--- src/rtl/sysrst_pkg.sv ---
package sysrst_pkg;

    localparam int REG_DW = 32;
    localparam int REG_AW = 3;

    localparam logic [REG_AW-1:0] ADDR_CAUSE   = 3'd0;
    localparam logic [REG_AW-1:0] ADDR_TRIG    = 3'd1;
    localparam logic [REG_AW-1:0] ADDR_PERIPH  = 3'd2;
    localparam logic [REG_AW-1:0] ADDR_PORCODE = 3'd3;
    localparam logic [REG_AW-1:0] ADDR_LOCK    = 3'd4;

    localparam int CAUSE_POR = 0;
    localparam int CAUSE_PIN = 1;
    localparam int CAUSE_WDT = 2;
    localparam int CAUSE_BOD = 4;
    localparam int CAUSE_SYS = 5;
    localparam int CAUSE_CPU = 7;

    localparam int TRIG_CHIP = 0;
    localparam int TRIG_CPU  = 1;
    localparam int TRIG_DMA  = 2;

    localparam logic [REG_DW-1:0] CAUSE_MASK  = 32'h0000_00B7;
    localparam logic [REG_DW-1:0] PERIPH_MASK = 32'hD453_333E;

    typedef enum logic [1:0] {
        ST_IDLE = 2'd0,
        ST_CHIP = 2'd1,
        ST_CPU  = 2'd2
    } pulse_st_e;

endpackage

--- src/rtl/sysrst_pulse_fsm.sv ---
module sysrst_pulse_fsm
    import sysrst_pkg::*;
#(
    parameter int PULSE_LEN = 2
) (
    input  logic      clk,
    input  logic      rst_n,
    input  logic      go_chip,
    input  logic      go_cpu,
    output pulse_st_e state,
    output logic      chip_start,
    output logic      cpu_start
);

    localparam int CW = (PULSE_LEN > 1) ? $clog2(PULSE_LEN) : 1;
    localparam logic [CW-1:0] LAST = CW'(PULSE_LEN - 1);

    pulse_st_e      state_q, state_d;
    logic [CW-1:0]  cnt_q, cnt_d;

    // state register
    always_ff @(posedge clk or negedge rst_n) begin
        if (!rst_n) begin
            state_q <= ST_IDLE;
            cnt_q   <= '0;
        end else begin
            state_q <= state_d;
            cnt_q   <= cnt_d;
        end
    end

    // next state
    always_comb begin
        state_d = state_q;
        cnt_d   = cnt_q;
        unique case (state_q)
            ST_IDLE: begin
                cnt_d = '0;
                if (go_chip)     state_d = ST_CHIP;
                else if (go_cpu) state_d = ST_CPU;
            end
            ST_CHIP, ST_CPU: begin
                if (cnt_q == LAST) begin
                    state_d = ST_IDLE;
                    cnt_d   = '0;
                end else begin
                    cnt_d = cnt_q + 1'b1;
                end
            end
            default: begin
                state_d = ST_IDLE;
                cnt_d   = '0;
            end
        endcase
    end

    // outputs
    always_comb begin
        state      = state_q;
        chip_start = (state_q == ST_IDLE) && go_chip;
        cpu_start  = (state_q == ST_IDLE) && !go_chip && go_cpu;
    end

endmodule

--- src/rtl/sysrst_cause.sv ---
module sysrst_cause #(
    parameter int          W    = 32,
    parameter logic [W-1:0] MASK = '1
) (
    input  logic         clk,
    input  logic         rst_n,
    input  logic [W-1:0] set_vec,
    input  logic [W-1:0] clr_vec,
    output logic [W-1:0] q
);

    // set wins over a write-one clear in the same cycle
    always_ff @(posedge clk or negedge rst_n) begin
        if (!rst_n) q <= '0;
        else        q <= ((q & ~clr_vec) | set_vec) & MASK;
    end

endmodule

--- src/rtl/sysrst_lvlreg.sv ---
module sysrst_lvlreg #(
    parameter int           W    = 32,
    parameter logic [W-1:0] MASK = '1
) (
    input  logic         clk,
    input  logic         rst_n,
    input  logic         wr_en,
    input  logic         clr,
    input  logic [W-1:0] wdata,
    output logic [W-1:0] q
);

    // a wipe from a reset source beats a software write
    always_ff @(posedge clk or negedge rst_n) begin
        if (!rst_n)     q <= '0;
        else if (clr)   q <= '0;
        else if (wr_en) q <= wdata & MASK;
    end

endmodule

--- src/rtl/sysrst_top.sv ---
module sysrst_top
    import sysrst_pkg::*;
#(
    parameter int                PULSE_LEN = 2,
    parameter int                CODE_W    = 16,
    parameter logic [CODE_W-1:0] POR_MAGIC = 16'h5AA5
) (
    input  logic              clk,
    input  logic              rst_n,
    input  logic              reg_wr,
    input  logic [REG_AW-1:0] reg_addr,
    input  logic [REG_DW-1:0] reg_wdata,
    output logic [REG_DW-1:0] reg_rdata,
    input  logic              unlock_i,
    input  logic              req_por,
    input  logic              req_pin,
    input  logic              req_wdt,
    input  logic              req_bod,
    input  logic              req_sys,
    input  logic              req_dbg,
    output logic              chip_rst_o,
    output logic              cpu_rst_o,
    output logic              dma_rst_o,
    output logic [REG_DW-1:0] periph_rst_o
);

    pulse_st_e           state;
    logic                chip_start, cpu_start;
    logic                wr_cause, wr_trig_ok, wr_periph, wr_code_ok;
    logic                por_live, hw_chip, chip_pulse, cpu_pulse;
    logic                code_wipe;
    logic [REG_DW-1:0]   cause_set, cause_q, periph_q;
    logic [CODE_W-1:0]   code_q;
    logic                dma_q;

    // bus decode
    always_comb begin
        wr_cause   = reg_wr && (reg_addr == ADDR_CAUSE);
        wr_trig_ok = reg_wr && (reg_addr == ADDR_TRIG) && unlock_i;
        wr_periph  = reg_wr && (reg_addr == ADDR_PERIPH);
        wr_code_ok = reg_wr && (reg_addr == ADDR_PORCODE) && unlock_i;
    end

    sysrst_pulse_fsm #(.PULSE_LEN(PULSE_LEN)) u_fsm (
        .clk        (clk),
        .rst_n      (rst_n),
        .go_chip    (wr_trig_ok && reg_wdata[TRIG_CHIP]),
        .go_cpu     (wr_trig_ok && reg_wdata[TRIG_CPU]),
        .state      (state),
        .chip_start (chip_start),
        .cpu_start  (cpu_start)
    );

    // reset source combination
    always_comb begin
        chip_pulse = (state == ST_CHIP);
        cpu_pulse  = (state == ST_CPU);
        por_live   = req_por && (code_q != POR_MAGIC);
        hw_chip    = por_live | req_pin | req_wdt | req_bod | req_sys | req_dbg;
        chip_rst_o = hw_chip | chip_pulse;
        cpu_rst_o  = chip_rst_o | cpu_pulse;
        code_wipe  = por_live | req_pin | req_wdt | req_bod | req_dbg | chip_pulse;
    end

    always_comb begin
        cause_set            = '0;
        cause_set[CAUSE_POR] = por_live | chip_start;
        cause_set[CAUSE_PIN] = req_pin;
        cause_set[CAUSE_WDT] = req_wdt;
        cause_set[CAUSE_BOD] = req_bod;
        cause_set[CAUSE_SYS] = req_sys;
        cause_set[CAUSE_CPU] = cpu_start;
    end

    sysrst_cause #(.W(REG_DW), .MASK(CAUSE_MASK)) u_cause (
        .clk     (clk),
        .rst_n   (rst_n),
        .set_vec (cause_set),
        .clr_vec (wr_cause ? reg_wdata : '0),
        .q       (cause_q)
    );

    sysrst_lvlreg #(.W(1), .MASK(1'b1)) u_dma (
        .clk   (clk),
        .rst_n (rst_n),
        .wr_en (wr_trig_ok),
        .clr   (chip_rst_o),
        .wdata (reg_wdata[TRIG_DMA]),
        .q     (dma_q)
    );

    sysrst_lvlreg #(.W(REG_DW), .MASK(PERIPH_MASK)) u_periph (
        .clk   (clk),
        .rst_n (rst_n),
        .wr_en (wr_periph),
        .clr   (chip_rst_o),
        .wdata (reg_wdata),
        .q     (periph_q)
    );

    sysrst_lvlreg #(.W(CODE_W), .MASK({CODE_W{1'b1}})) u_code (
        .clk   (clk),
        .rst_n (rst_n),
        .wr_en (wr_code_ok),
        .clr   (code_wipe),
        .wdata (reg_wdata[CODE_W-1:0]),
        .q     (code_q)
    );

    assign dma_rst_o    = dma_q;
    assign periph_rst_o = periph_q;

    // read mux
    always_comb begin
        reg_rdata = '0;
        unique case (reg_addr)
            ADDR_CAUSE:   reg_rdata = cause_q;
            ADDR_TRIG:    begin
                reg_rdata[TRIG_CHIP] = chip_pulse;
                reg_rdata[TRIG_CPU]  = cpu_pulse;
                reg_rdata[TRIG_DMA]  = dma_q;
            end
            ADDR_PERIPH:  reg_rdata = periph_q;
            ADDR_PORCODE: reg_rdata[CODE_W-1:0] = code_q;
            ADDR_LOCK:    reg_rdata[0] = unlock_i;
            default:      reg_rdata = '0;
        endcase
    end

endmodule

--- config.mk ---
export PLATFORM = sky130hd
export DESIGN_NAME = sysrst_top
export DESIGN_NICKNAME = d
export VERILOG_FILES = /design/src/rtl/sysrst_pkg.sv /design/src/rtl/sysrst_pulse_fsm.sv /design/src/rtl/sysrst_cause.sv /design/src/rtl/sysrst_lvlreg.sv /design/src/rtl/sysrst_top.sv
export SDC_FILE = /design/constraint.sdc
export NUM_CORES = 1
export LEC_CHECK = 0
export ABC_AREA = 1
export CORE_MARGIN = 10
export CORE_UTILIZATION = 45
export CTS_BUF_LIST = sky130_fd_sc_hd__clkbuf_4 sky130_fd_sc_hd__clkbuf_8 sky130_fd_sc_hd__clkbuf_16
export DETAILED_ROUTE_END_ITERATION = 12
export DONT_BUFFER_PORTS = 1
export PLACE_DENSITY_LB_ADDON = 0.25
export SYNTH_ARGS = -nofsm -noshare
export SYNTH_HDL_FRONTEND = slang
export SYNTH_SLANG_ARGS = --single-unit
--- constraint.sdc ---
create_clock -name clk -period 2.3 [get_ports clk]
set_clock_uncertainty 0.05 [all_clocks]
set_input_delay 0.46 -clock clk [delete_from_list [all_inputs] [get_ports clk]]
set_output_delay 0.46 -clock clk [all_outputs]
set_load 0.1 [all_outputs]
Word-level counts from Yosys, hierarchy flattened
Cells that the tools add are included.

RAM bits: 0. Bits in read-only memories: 0. Flip-flop bits (word level): 58. Logic and storage cells: 66. Bits of input ports: 45. Latch bits: 0. Memories kept: 0. Output and inout port bits: 67.

$lt $le $gt $ge: 0. Reduce and logical (&&, ||, !) cells: 20. Mux-type cells: 17. Equality and inequality tests: 9. Bitwise logic cells: 13. $mul: 0. Divide/modulo/power cells: 0. Add/subtract/negate cells: 1. Shifts and indexed selects: 0.

Operators by type and width (count): 2-to-1 mux 32 bit (2); 2-to-1 mux 16 bit (3); case mux 13 bit (3 select lines) (1); != test 16 x 15 -> 1 bit (second input constant) (1); logical AND 1 bit (12); bitwise OR 1 bit (10); AND 8 bit (1); 2-to-1 mux 8 bit (1); NOT 8 bit (1); bitwise OR 8 bit (1); case mux 2 bit (4 select lines) (1); equality test 3 x 2 -> 1 bit (second input constant) (2); 2-to-1 mux 2 bit (3); nonzero test 2 bit (3); case mux 1 bit (5 select lines) (1); 2-to-1 mux 1 bit (4); case mux 2 bit (2 select lines) (1); equality test 3 x 1 -> 1 bit (second input constant) (1); equality test 3 bit (second input constant) (1); zero test 3 bit (1); != test 3 x 1 -> 1 bit (second input constant) (1); equality test 2 x 1 -> 1 bit (second input constant) (1); equality test 2 bit (second input constant) (1); zero test 2 bit (1); 5 further kinds (5).

Depth between registers and ports, before layout
Gate-level depths: netlist of run 1.

Depth after elaboration: 9. Gate-level depth with buffers: 10. Gate-level depth less buffers: 9.

Modules after synthesis
Synthesis of run 1 repeated with hierarchy kept, for this count alone.

Cell total of the unflattened synthesis: 454. Area total of the unflattened synthesis: 3071.7 µm².

By module, submodules not included: sysrst_top (area an instance 944.7 µm², cells each 208, seq. area each 0.0 µm², times used 1); sysrst_lvlreg (u_periph) (area an instance 820.8 µm², cells each 90, seq. area each 425.4 µm², times used 1); sysrst_lvlreg (u_code) (area an instance 648.1 µm², cells each 70, seq. area each 400.4 µm², times used 1); sysrst_cause (area an instance 439.2 µm², cells each 57, seq. area each 150.1 µm², times used 1); sysrst_pulse_fsm (area an instance 173.9 µm², cells each 23, seq. area each 75.1 µm², times used 1); sysrst_lvlreg (u_dma) (area an instance 45.0 µm², cells each 6, seq. area each 25.0 µm², times used 1).

Worst setup path after synthesis of run 1
Ideal clock, no wire load.

Kind: in2out. From: input reg_addr[1]. To: output reg_rdata[7]. Cell stages on the path: 4. Buffers on the path: 0. Slack: -1.048 ns. Data arrival time: 2.838 ns. Data required time: 1.790 ns. Cells stage by stage: inv_2 -> nor2_1 -> nand2_2 -> o21ai_0.

Longest elaborated chain between the ends: 2. Elaborated cells on any way between the ends: 4. Classes of those cells: eq/ne: 2; mux: 1; reduce/logical: 1.

Ends and longest elaborated chain: start, declared (RTL line sysrst_top.sv:11) `input logic [REG_AW-1:0] reg_addr,`; equality test 3 x 2 -> 1 bit / zero test 3 bit (equally long branches) (RTL line sysrst_top.sv:116) `unique case (reg_addr)`; case mux 13 bit (3 select lines) * (RTL line sysrst_top.sv:116); end, declared (RTL line sysrst_top.sv:13) `output logic [REG_DW-1:0] reg_rdata,`.

Mark *: on every way between the ends. The rest lies on a longest branch, timed or not.

Final worst setup path of run 1
From: register u_fsm.state_q[0], in the netlist u_fsm.state[0]. To: output cpu_rst_o.

Longest elaborated chain between the ends: 3. Elaborated cells on any way between the ends: 4. Classes of those cells: eq/ne: 2; bitwise: 2.

Ends and longest elaborated chain: start, declared (RTL line sysrst_pulse_fsm.sv:18) `pulse_st_e state_q, state_d;`; start signal, assigned (RTL line sysrst_pulse_fsm.sv:27) `state_q <= state_d;`; equality test 2 x 1 -> 1 bit (RTL line sysrst_top.sv:56) `chip_pulse = (state == ST_CHIP);`; bitwise OR 1 bit (RTL line sysrst_top.sv:60) `chip_rst_o = hw_chip | chip_pulse;`; bitwise OR 1 bit * (RTL line sysrst_top.sv:61) `cpu_rst_o = chip_rst_o | cpu_pulse;`; end, declared (RTL line sysrst_top.sv:22) `output logic cpu_rst_o,`.

Marked as above.

==> results.md, run 1 <==
* CTS H-tree lvls at 2
* Largest area contributor in the netlist: dfrtp_1
* First-pass GRT wire length at 11640 um
* Die H at 96.29 um
* Ys async rst share at 100.0%
* Ant. Diodes at 0
* Endpoints failing setup at 0
* Via count at 2299
* Synth unique cells at 25
* Core region area at 5574 um^2
* Nets at 465
* Main area contributors after synthesis: dfrtp_1 41%, nand2_1 12%, inv_1 11%
* Std-Cell Rows at 27
* Critical R2R Launch: u_fsm.state[0]
* Fin cells at 490
* 1st-pass router iterations at 4
* Iteration-0 DRC count of the detailed router at 87
* Crit Path Max Fanout at 3
* Starting density of the core at 46.98%
* CP Data Required Time at 1.79 ns
* Clk Latency, worst-skew pair at 0.30 ns
* Syn Inst Count at 369
* Initial antenna violation count at 0
* Slew headroom at 56.66%
* Capturing point of the worst reg2reg path: u_code.q[1]
* Largest net degree at the start of global routing at 44
* DP Area at 3231 um^2
* # DRC at 0
* Syn_area_per_cell at 7.097 um^2
* CP Class: flop to primary output
* Synth top area share at 41.09%
* Min Hold Slack at 0.2074 ns
* Max clock buf depth at 2
* Commonest cells in the netlist: 83 x nand2_1, 77 x inv_1, 58 x nor2_1, 43 x dfrtp_1, 23 x buf_4
* Run status: finished, final reports clean
* Routed Antenna Nets at 0
* Vias in the first global route at 2356
* I/O Pins at 112
* Critical Path Sink: cpu_rst_o
* CP arrival at 1.71 ns
* DR WL/cell at 15.27 um
* Post-synthesis sequential area ratio at 41.09%
* Max Cap Viol at 0
* Max VDD drop at 0.0004142 V
* Total power at 1.795 mW
* Clk sinks at 43
* Top_reg_cell synth: dfrtp_1
* Crit path capture type: primary output
* Cells after DPL at 478
* Ratio of total power to cell area at 525.5 nW/um^2
* Utilization after layout at 61.28%
* Gpl congestion at 0.8162
* Post-Syn Area at 2619 um^2
* Worst-path clk slew at 0.08 ns
* GR Overflow Total at 0
* P_leak at 1.570 nW
* Final Cycle Share at 96.43%
* R2r setup slk at 0.41 ns
* Area growth syn-to-layout at 30.43%
* Reg2reg path depth at 5
* #FFs+latches synth at 43
* Root buf cell: clkbuf_8
* Max frequency at 450.9 MHz
* Worst setup path start: u_fsm.state[0]
* TritonCTS Buffers at 5
* Post-Route WL at 7480 um
* Post-DP HPWL at 5688 um
* Count leader, synth: nand2_1
* Fillers at 513
* Hold Path Class: input pin to flop
* Measured slew at the worst slew-check pin at 0.6486 ns
* Fin crit period at 2.218 ns
* Die area at 9271 um^2
* Final Slew Violations at 0
* Vias/cell at 4.692
* Port-buffer cells at 0
* Total track usage at 15.97%
* Die Wd at 96.29 um
* Fraction of layout cells with a size suffix above 1 at 22.01%
* Number of flops mapped to enable cells by yosys at 0
* Startpoint types: flop
* Yosys warns at 0
* Post-Layout Inst Area at 3416 um^2
* TritonCTS clock tree: yes
* Fin. Hold Viols at 0
## worst max-delay path, cell delays in order, from the launching register on
cell and delay (ns):
dfrtp_1 0.43, ha_4 0.19, nor4_4 0.34, nand4_1 0.22, buf_12 0.22
## state kept, by name (all words and copies together), names as in the netlist
register and count:
u_periph.q 17, u_code.q 16, u_cause.q 6, u_fsm.state 2, u_dma.q 1, u_fsm.cnt_q 1
## cells by family (layout without fill, tap and decap cells)
| logic type | Yosys count | count (layout) | share of synthesized area (%) |
|---|---|---|---|
| other | 1 | 23 | 0.1432 |
| adder cells (fa/ha/maj) | 3 | 3 | 1.434 |
| AO/OA/AOI/OAI | 37 | 37 | 8.266 |
| buffers and inverters | 112 | 139 | 20.93 |
| AND/OR/NAND/NOR | 173 | 173 | 28.14 |
| flip-flops | 43 | 43 | 41.09 |
## final cells by class
cell class	instances	area, um^2	area share [%]
repair buffers	52	656.9	19.23
multi-input cells	236	1192	34.91
inverters	79	296.5	8.681
flip-flops and latches	43	1076	31.50
clock buffers	8	103.9	3.040
well taps	72	90.09	2.637
## report_power, final
group	switching (mW)	total (mW)	internal [mW]	leakage (nW)
logic	0.362	0.456	0.0937	0.942
registers	0.0155	0.793	0.778	0.574
clock network	0.260	0.546	0.286	0.0549
total	0.638	1.79	1.16	1.57
## timing repair
| action | 4_1_cts | 5_1_grt |
|---|---|---|
| setup buffers | 0 | 2 |
| resized for setup | 0 | 7 |
| hold buffers | 2 | 0 |
| hold endpoints to repair | 43 | 0 |
| setup endpoints to repair | 0 | 2 |
## per-layer routing
layer,vias up,global-route usage (%),wire length (um)
li1,1162,-,-
met1,1055,18.01,2974
met2,77,28.48,3631
met3,5,5.914,830
met4,0,2.580,43
met5,-,0,0
## worst min-delay path by stage
stage	start	to	slack [ns]	depth (start not counted)
after floorplan	rst_n	u_cause.q[0]	0.11	0
after global placement	rst_n	u_periph.q[16]	0.12	0
after detailed placement	rst_n	u_periph.q[16]	0.12	0
after CTS	req_bod	u_cause.q[4]	0.20	2
after global routing	req_bod	u_cause.q[4]	0.21	2
final	req_bod	u_cause.q[4]	0.21	2
## per-stage QoR
stage	setup slack [ns]	setup TNS, ns
after floorplan	-0.4066	-3.709
after global placement	0.2860	0
after detailed placement	0.2218	0
after CTS	0.08488	0
after global routing	-0.01575	-0.01575
final	0.08214	0
## placed cells by master (no fill, tap or decap), drive strengths merged
master and n:
a22o 5, buf 51, clkbuf 8, conb 23, dfrtp 43, dlygate4sd3 1, ha 3, inv 79
nand2 86, nand3 22, nand4 4, nor2 58, nor3 2, nor4 1, o2111ai 2, o211ai 2
o21ai 28
(Power assumes the default switching activity.)
==> inputs of run 2 (changes only) <==
- GPL_TIMING_DRIVEN: not set -> 0
==> results.md, run 2 (synthesis gave the netlist of run 1 again) <==
* Crit Path Max Fanout at 2
* Reg2reg path depth at 7
* Core region area at 5574 um^2
* TritonCTS Buffers at 5
* DR WL/cell at 15.63 um
* Clk sinks at 43
* Largest net degree at the start of global routing at 44
* Violated checks: setup timing
* Gpl congestion at 0.8157
* RSZ-0062 raised after global routing: yes
* Total power at 1.939 mW
* Die area at 9271 um^2
* WHS Path Cells at 2
* Iteration-0 DRC count of the detailed router at 91
* Fraction of layout cells with a size suffix above 1 at 26.57%
* Run status: finished with violations
* Capturing point of the worst reg2reg path: u_code.q[11]
* Total track usage at 16.41%
* Std-Cell Rows at 27
* Top Registers: u_periph.q: 17 flops, u_code.q: 16 flops, u_cause.q: 6 flops
* First-pass GRT wire length at 11800 um
* CP arrival at 2.14 ns
* Critical R2R Launch: u_fsm.state[0]
* Fin. Hold Viols at 0
* Root buf cell: clkbuf_8
* Post-Route WL at 7596 um
* CP Class: flop to primary output
* # DRC at 0
* Endpoints failing setup at 3
* Initial antenna violation count at 0
* I/O Pins at 112
* Biggest register: u_periph.q
* Routed Antenna Nets at 0
* Measured slew at the worst slew-check pin at 1.231 ns
* Final Cycle Share at 115.3%
* Vias in the first global route at 2343
* Clk Latency, worst-skew pair at 0.30 ns
* R2r setup slk at 0.42 ns
* Port-buffer cells at 0
* Commonest non-fill, non-tap cell in the layout: nand2_1
* Pre-CTS WS at -0.7017 ns
* Hold endpoint: u_cause.q[4]
* Die H at 96.29 um
* P_leak at 1.481 nW
* Die Wd at 96.29 um
* Area growth syn-to-layout at 26.37%
* CTS H-tree lvls at 2
* Hold Path Class: input pin to flop
* Final Slew Violations at 0
* Hold path startpoint: req_bod
* Nets at 461
* Post-DP HPWL at 5667 um
* TritonCTS clock tree: yes
* Max clock buf depth at 2
* Startpoint types: flop
* Crit path capture type: primary output
* Starting density of the core at 46.98%
* Worst-path clk slew at 0.09 ns
* Fin crit period at 2.651 ns
* Ant. Diodes at 0
* Vias/cell at 4.691
* GR Overflow Total at 0
* Via count at 2280
* Max VDD drop at 0.0003534 V
* Max frequency at 377.2 MHz
* Ratio of total power to cell area at 586.0 nW/um^2
* 1st-pass router iterations at 4
* Number of flip-flops in the largest register at 17
* Commonest cells after routing, fill and taps aside: 81 x nand2_1, 73 x inv_1, 44 x nor2_1
* CP Data Required Time at 1.79 ns
* Max Cap Viol at 0
* Slew headroom at 17.67%
* Setup ws final at -0.3512 ns
-- run 2: cell count changes in the layout (fill, tap and decap cells not counted), sizes merged --
| cell | change |
|---|---|
| inv | -1 |
| clkinvlp | +1 |
| buf | -5 |
| bufinv | +1 |
| clkinv | +2 |
| clkbuf | -2 |
-- run 2: area by class of cell --
type,count,area (um^2)
clock inverter,3,43.79
timing repair buffer,16,190.2
fill,525,2265
sequential,43,1101
clock buffer,5,68.82
multi-input combinational,236,1247
tap,72,90.09
inverter,79,305.3
buffer,32,262.8
-- run 2: per-stage QoR --
step                      hold slack (ns)  util, %  std cells  setup TNS, ns  area [um^2]
final                              0.2040    59.37        486        -0.7073         3309
after CTS                          0.1961    58.77        484        -0.8942         3276
after global placement             0.1160    51.67        463         -7.650         2880
after global routing               0.2095    59.37        486        -0.9595         3309
after detailed placement           0.1162    52.95        465         -5.006         2952
after floorplan                    0.1144        -        391         -3.709         2790
-- run 2: repair_timing --
item | CTS | global route
hold buffers | 2 | 0
endpoints found under the setup margin | 20 | 4
endpoints found under the hold margin | 43 | 0
pin swaps | 10 | 7
cloned | 0 | 0
resized for setup | 39 | 5
setup buffers | 10 | 3
-- run 2: critical path, cell delays in order, from the launching register on --
cell	delay, ns
dfrtp_1	0.42
ha_4	0.19
nor4_4	0.24
nand4_1	0.99
-- run 2: how the worst max path moves through the flow --
stage,startpoint,to,slack [ns],cells after the start
floorplan,reg_addr[0],reg_rdata[28],-0.41,5
global placement,reg_addr[0],reg_rdata[31],-0.69,5
detailed placement,reg_addr[0],reg_rdata[28],-0.70,5
CTS,u_fsm.state[1],cpu_rst_o,-0.42,4
global route,u_fsm.state[1],cpu_rst_o,-0.42,4
finish,u_fsm.state[0],cpu_rst_o,-0.35,3
-- run 2: per-layer routing --
layer  vias to the layer above  wire length, um  global-route usage (%)
met5                         -                0                       0
li1                       1155                -                       -
met4                         0               61                   2.948
met1                      1038             2931                   18.36
met2                        80             3695                   28.59
met3                         7              908                   7.082
-- run 2: where the power goes --
part | leakage (nW) | switching, mW | internal [mW]
Combinational | 0.880 | 0.395 | 0.155
Clock | 0.0581 | 0.272 | 0.323
Sequential | 0.543 | 0.0158 | 0.777
Total | 1.48 | 0.683 | 1.26
==> inputs of run 3 (changes only) <==
- ABC_CLOCK_PERIOD_IN_PS: not set -> 2300
- CTS_BUF_LIST: sky130_fd_sc_hd__clkbuf_4 sky130_fd_sc_hd__clkbuf_8 sky130_fd_sc_hd__clkbuf_16 -> sky130_fd_sc_hd__clkbuf_4 sky130_fd_sc_hd__clkbuf_8
==> results of run 3 <==
Same layout as run 2: the final DEF is identical, and so are final timing and power.
